[src/rtl/semflag_pkg.sv]
// Shared types for the two-port semaphore flag bank.
// Assumes two sides only, named left and right.
package semflag_pkg;

    // Holder of one flag
    typedef enum logic [1:0] {
        HOLD_NONE  = 2'd0,
        HOLD_LEFT  = 2'd1,
        HOLD_RIGHT = 2'd2
    } holder_e;

    // Per-flag command from one side for one cycle
    typedef struct packed {
        logic ask;   // write of zero: request
        logic drop;  // write of one: release or cancel
    } flag_cmd_t;

endpackage

[src/rtl/semflag_dec.sv]
// Decodes one side's strobe, write enable, address and data bit into a
// per-flag command vector. At most one flag gets a command per cycle, and
// ask and drop are never both set.
module semflag_dec
    import semflag_pkg::*;
#(
    parameter int NUM_FLAGS = 8,
    parameter int ADDR_W    = $clog2(NUM_FLAGS)
) (
    input  logic                  sel,
    input  logic                  wr,
    input  logic [ADDR_W-1:0]     addr,
    input  logic                  wdata,
    output flag_cmd_t             cmd [NUM_FLAGS]
);

    logic do_write;

    // A write happens only when the strobe and write enable are both high
    always_comb do_write = sel && wr;

    for (genvar g = 0; g < NUM_FLAGS; g++) begin : g_cmd
        // Route the write to the addressed flag only
        always_comb begin
            cmd[g].ask  = do_write && (addr == ADDR_W'(g)) && !wdata;
            cmd[g].drop = do_write && (addr == ADDR_W'(g)) &&  wdata;
        end
    end

endmodule

[src/rtl/semflag_cell.sv]
// One semaphore flag. It keeps a request latch for each side and the
// current holder. When the flag is free, a left request takes priority. On
// a release, a request still latched by the other side takes over in the
// same update. A drop from the non-holder cancels its request.
// Assumes the commands come from semflag_dec (ask and drop exclusive).
module semflag_cell
    import semflag_pkg::*;
(
    input  logic       clk,
    input  logic       rst_n,
    input  flag_cmd_t  cmd_l,
    input  flag_cmd_t  cmd_r,
    output logic       held_l,
    output logic       held_r
);

    logic    want_l, want_r;
    logic    want_l_nx, want_r_nx;
    holder_e holder, holder_nx;

    // Next request latches: ask sets, drop clears
    always_comb begin
        want_l_nx = cmd_l.ask ? 1'b1 : (cmd_l.drop ? 1'b0 : want_l);
        want_r_nx = cmd_r.ask ? 1'b1 : (cmd_r.drop ? 1'b0 : want_r);
    end

    // Next holder: keep, hand over on release, or grant with left priority
    always_comb begin
        holder_nx = holder;
        unique case (holder)
            HOLD_LEFT: begin
                if (!want_l_nx) holder_nx = want_r_nx ? HOLD_RIGHT : HOLD_NONE;
            end
            HOLD_RIGHT: begin
                if (!want_r_nx) holder_nx = want_l_nx ? HOLD_LEFT : HOLD_NONE;
            end
            default: begin
                if (want_l_nx)      holder_nx = HOLD_LEFT;
                else if (want_r_nx) holder_nx = HOLD_RIGHT;
                else                holder_nx = HOLD_NONE;
            end
        endcase
    end

    // State register with synchronous reset to free and idle
    always_ff @(posedge clk) begin
        if (!rst_n) begin
            want_l <= 1'b0;
            want_r <= 1'b0;
            holder <= HOLD_NONE;
        end else begin
            want_l <= want_l_nx;
            want_r <= want_r_nx;
            holder <= holder_nx;
        end
    end

    // Holder indications towards the read path
    always_comb begin
        held_l = (holder == HOLD_LEFT);
        held_r = (holder == HOLD_RIGHT);
    end

    // Free flag asked by left becomes left-held
    p_grant_free_r2: assert property (@(posedge clk) disable iff (!rst_n)
        (holder == HOLD_NONE && cmd_l.ask) |=> (holder == HOLD_LEFT));

    // Holder keeps the flag while it does not drop it
    p_keep_holder_r3: assert property (@(posedge clk) disable iff (!rst_n)
        (holder == HOLD_LEFT && !cmd_l.drop) |=> (holder == HOLD_LEFT));

    // Release with a latched right request hands the flag over
    p_handover_r4: assert property (@(posedge clk) disable iff (!rst_n)
        (holder == HOLD_LEFT && cmd_l.drop && want_r && !cmd_r.drop)
        |=> (holder == HOLD_RIGHT));

    // Release with a latched left request hands the flag over (mirror)
    p_handover_back_r9: assert property (@(posedge clk) disable iff (!rst_n)
        (holder == HOLD_RIGHT && cmd_r.drop && want_l && !cmd_l.drop)
        |=> (holder == HOLD_LEFT));

    // Same-cycle asks on a free flag: left wins, right stays latched
    p_tie_left_r5: assert property (@(posedge clk) disable iff (!rst_n)
        (holder == HOLD_NONE && cmd_l.ask && cmd_r.ask)
        |=> (holder == HOLD_LEFT && want_r));

    // A right drop without an ask leaves no right request latched
    p_cancel_r7: assert property (@(posedge clk) disable iff (!rst_n)
        (cmd_r.drop && !cmd_r.ask) |=> !want_r);

endmodule

[src/rtl/semflag_rdmux.sv]
// Read path for one side. It picks the addressed flag's holder indication
// and spreads it across the data width: all zeros when this side holds the
// flag, all ones otherwise. Outside a read cycle the output is all zeros.
module semflag_rdmux #(
    parameter int NUM_FLAGS = 8,
    parameter int ADDR_W    = $clog2(NUM_FLAGS),
    parameter int DATA_W    = 16
) (
    input  logic [NUM_FLAGS-1:0] held,
    input  logic                 sel,
    input  logic                 wr,
    input  logic [ADDR_W-1:0]    addr,
    output logic [DATA_W-1:0]    rdata
);

    logic flag_bit;

    // Flag state as seen by this side: 0 = held here
    always_comb flag_bit = !held[addr];

    // Replicate on all bits during reads, otherwise drive zeros
    always_comb rdata = (sel && !wr) ? {DATA_W{flag_bit}} : '0;

    // Read data is always uniform across its bits
    always_comb begin
        if (sel && !wr) begin
            p_uniform_r8: assert (rdata == '0 || rdata == '1);
        end
    end

endmodule

[src/rtl/semflag_pair.sv]
// Bank of semaphore flags shared by a left and a right side. Each side has
// its own strobe, address, write enable and data bit. Writes update the
// flags at the clock edge, and reads show the state at once with no wait.
// Assumes NUM_FLAGS is a power of two so that every address selects a flag.
module semflag_pair
    import semflag_pkg::*;
#(
    parameter int NUM_FLAGS = 8,
    parameter int ADDR_W    = $clog2(NUM_FLAGS),
    parameter int DATA_W    = 16
) (
    input  logic              clk,
    input  logic              rst_n,
    input  logic              l_sel,
    input  logic              l_wr,
    input  logic [ADDR_W-1:0] l_addr,
    input  logic              l_wdata,
    output logic [DATA_W-1:0] l_rdata,
    input  logic              r_sel,
    input  logic              r_wr,
    input  logic [ADDR_W-1:0] r_addr,
    input  logic              r_wdata,
    output logic [DATA_W-1:0] r_rdata
);

    flag_cmd_t              cmd_l [NUM_FLAGS];
    flag_cmd_t              cmd_r [NUM_FLAGS];
    logic [NUM_FLAGS-1:0]   held_l, held_r;

    semflag_dec #(.NUM_FLAGS(NUM_FLAGS), .ADDR_W(ADDR_W)) u_dec_l (
        .sel(l_sel), .wr(l_wr), .addr(l_addr), .wdata(l_wdata), .cmd(cmd_l)
    );

    semflag_dec #(.NUM_FLAGS(NUM_FLAGS), .ADDR_W(ADDR_W)) u_dec_r (
        .sel(r_sel), .wr(r_wr), .addr(r_addr), .wdata(r_wdata), .cmd(cmd_r)
    );

    for (genvar g = 0; g < NUM_FLAGS; g++) begin : g_flag
        semflag_cell u_cell (
            .clk    (clk),
            .rst_n  (rst_n),
            .cmd_l  (cmd_l[g]),
            .cmd_r  (cmd_r[g]),
            .held_l (held_l[g]),
            .held_r (held_r[g])
        );
    end

    semflag_rdmux #(.NUM_FLAGS(NUM_FLAGS), .ADDR_W(ADDR_W), .DATA_W(DATA_W)) u_rd_l (
        .held(held_l), .sel(l_sel), .wr(l_wr), .addr(l_addr), .rdata(l_rdata)
    );

    semflag_rdmux #(.NUM_FLAGS(NUM_FLAGS), .ADDR_W(ADDR_W), .DATA_W(DATA_W)) u_rd_r (
        .held(held_r), .sel(r_sel), .wr(r_wr), .addr(r_addr), .rdata(r_rdata)
    );

    // Right side never reads zero (holds) a flag the left side holds
    p_no_double_r3: assert property (@(posedge clk) disable iff (!rst_n)
        (l_sel && !l_wr && r_sel && !r_wr && l_addr == r_addr && l_rdata == '0)
        |-> (r_rdata == '1));

    // Writes never drive read data
    p_quiet_write_r8: assert property (@(posedge clk) disable iff (!rst_n)
        (l_sel && l_wr) |-> (l_rdata == '0));

endmodule

[config.mk]
export PLATFORM = sky130hd
export DESIGN_NAME = semflag_pair
export DESIGN_NICKNAME = d
export VERILOG_FILES = /design/src/rtl/semflag_pkg.sv /design/src/rtl/semflag_dec.sv /design/src/rtl/semflag_cell.sv /design/src/rtl/semflag_rdmux.sv /design/src/rtl/semflag_pair.sv
export SDC_FILE = /design/constraint.sdc
export NUM_CORES = 1
export LEC_CHECK = 0
export ABC_AREA = 1
export BUFFER_PORTS_ARGS = -buffer_cell sky130_fd_sc_hd__buf_4
export CAP_MARGIN = 0
export CORE_ASPECT_RATIO = 0.9
export CORE_MARGIN = 2
export CORE_UTILIZATION = 51
export DETAILED_ROUTE_END_ITERATION = 16
export PLACE_DENSITY = 0.83
export SETUP_SLACK_MARGIN = 0.1
export SKIP_CTS_REPAIR_TIMING = 1
export SYNTH_ARGS = -nofsm -noshare
export SYNTH_HDL_FRONTEND = slang
export SYNTH_SLANG_ARGS = --single-unit
[constraint.sdc]
create_clock -name clk -period 2.3 [get_ports clk]
set_input_delay 0.46 -clock clk [delete_from_list [all_inputs] [get_ports clk]]
set_output_delay 0.46 -clock clk [all_outputs]
set_load 0.01 [all_outputs]
==> qor.yml <==
status: "complete, no violations"
grt_max_degree: 18
path_max_fanout: 8
ys_seq_elements: 32
drt-pass1-iter-count: 4
critical_path_required_ns: 1.84
ys_top_cells_by_area: "dfxtp_1 25%, nand2_1 16%, buf_4 9.9%, nand3_1 9.4%, nor2_1 8.7%"
start_kind: "register"
core_area_um2: 4800
seq_area_frac_synth: 0.255
drt-total-wl_um: 5600
grt_pass1_vias: 2057
worstSkewPairLatency_ns: 0.29
fin_crit_sh: 0.966
n_antenna_cell: 0
power_frac_seq: 0.451
htree_levels: 2
cts_tree: "yes"
finalHoldViolations: 0
slew_viol_final: 0
clock_skew_ns: 0.00664
track_usage: 0.199
fmax_ghz: 0.450
drc_errors: 0
tightestPinTransition_ns: 0.567
rsz0062_at_grt: "yes"
fin_ws_ns: 0.0787
relSlewSlack: 0.622
final_nets: 449
clockPowerShare: 0.332
portBuffers: 45
critPathCaptureType: "output pin"
dp_slack_ns: -0.0857
switching_share: 0.298
synth_top_area_cell: "dfxtp_1"
root_buffer: "clkbuf_8"
io_pins: 46
cts.sinks: 32
area_delta_synth_final_pct: 18.6
die_w_um: 78.0
hold_class: "register to register"
power.internal_uw: 891
r2r_setup_slack_ns: 0.91
hold_slack_ns: 0.486
path_class: "register to output pin"
use_met3: 0.0536
synth.distinct_cells: 24
maxCapViolCount: 0
arrival_ns: 1.76
rows: 24
synth_cells: 397
overflow: 0
utilization: 0.620
place_hpwl_um: 4050
synth_top_area_share: 0.255
start_util: 0.523
power_leakage_uw: 0.00138
power.density_nw_per_um2: 426
cts_buffer_depth: 2
setup_violations: 0
die_area_um2: 5500
die-height_um: 70.6
gp_routability_congestion: 0.871
antenna_found_initial: 0
combPwrFrac: 0.217
drtIter0Drc: 117
grt-busiest-layer: "met2"
power_uw: 1270
synth_nets: 427
drive_above_1_share: 0.282
cts_buffers: 5
vdd_drop_max_v: 0.000317
wl_per_cell_um: 11.6
finalCriticalPeriod_ns: 2.22
synth_area_um2: 2510
ys_warn_count: 0
via_per_inst: 4.94
synth.avg_cell_area_um2: 6.33
vias: 2393
met2_usage: 0.316
met1_usage: 0.266
cts.clk_slew.worst_paths_ns: 0.07
power.switching_uw: 378
drtAntennaViolNets: 0
grt_first_pass_wirelength_um: 8880
## power by group through the flow
| stage | combinational, uW | clock, uW | sequential, uW |
|---|---|---|---|
| CTS | 242 | 433 | 571 |
| global placement | 237 | 0 | 583 |
| floorplan | 184 | 0 | 582 |
| finish | 275 | 422 | 572 |
| detailed placement | 242 | 0 | 584 |
| global route | 303 | 456 | 573 |
## cell usage in the layout (no fill, tap or decap), types with 5 or more instances in the layout
cell,n
ha_2,5
nand2_1,107
nand3_1,47
a21oi_2,5
nand2_2,6
ha_1,7
nor2_4,6
buf_6,21
inv_1,38
clkbuf_8,5
inv_2,8
a21oi_1,13
buf_4,29
dfxtp_2,8
nand3_2,5
or2_2,9
nor2_1,57
dfxtp_1,24
## worst paths after layout
path                                     end                  startpoint  depth (start not counted)
setup / recovery                  r_rdata[3]  g_flag[4].u_cell.holder[0]                          8
hold / removal       g_flag[5].u_cell.want_l     g_flag[5].u_cell.want_l                          2
setup reg to reg  g_flag[5].u_cell.holder[1]  g_flag[5].u_cell.holder[0]                          7
hold reg to reg      g_flag[5].u_cell.want_l     g_flag[5].u_cell.want_l                          2
## critical path, stage by stage, from the launching register on
cell     delay, ns
dfxtp_1       0.34
inv_1         0.06
ha_1          0.25
nand2_1       0.09
nand4_1       0.10
nand2_1       0.08
nor3b_4       0.24
buf_6         0.19
buf_6         0.12
## flip-flops by register name, summed over array words and instances, names as in the netlist
name and cells:
g_flag.u_cell.want_r 8, g_flag.u_cell.holder 16, g_flag.u_cell.want_l 8
## final cells by class
cell class,count,area (um^2)
fill,419,1820
multi-input combinational,283,1540
sequential,32,651
timing repair buffer,50,454
inverter,47,176
tap,65,81.3
clock buffer,6,72.6
clock inverter,1,5.00
## cells by family after synthesis
logic type      Yosys count  synth area share
compound gates           20            0.0453
fa+ha+maj                16            0.0797
buf+inv                  83             0.174
flops                    32             0.255
simple gates            246             0.446
## stage by stage
step / std cells / instance area (um^2) / TNS (ns)
after floorplan: 397 / 2520 / 0
after global placement: 473 / 2690 / -0.398
after detailed placement: 473 / 2690 / -1.33
after CTS: 480 / 2770 / -5.77
after global routing: 484 / 2980 / -0.627
final: 484 / 2980 / 0
## synth_stat cells
master / instances
nand2_1: 109
nor2_1: 58
nand3_1: 47
inv_1: 43
buf_4: 33
dfxtp_1: 32
ha_1: 16
a21oi_1: 15
or2_2: 9
nand3_2: 5
nand2_2: 4
nand4_1: 4
nor2_4: 4
a21oi_2: 3
inv_2: 3
nor2_2: 3
clkbuf_1: 2
clkbuf_2: 1
clkinv_1: 1
nand2_4: 1
nor2_8: 1
nor3b_1: 1
o211ai_1: 1
o21ai_0: 1
## metal layers
layer  vias to the layer above  wire, um
met5                         -         0
met4                         0        91
met3                         9       297
met2                        51      2680
met1                      1078      2530
li1                       1255         -
(Power assumes the default switching activity.)
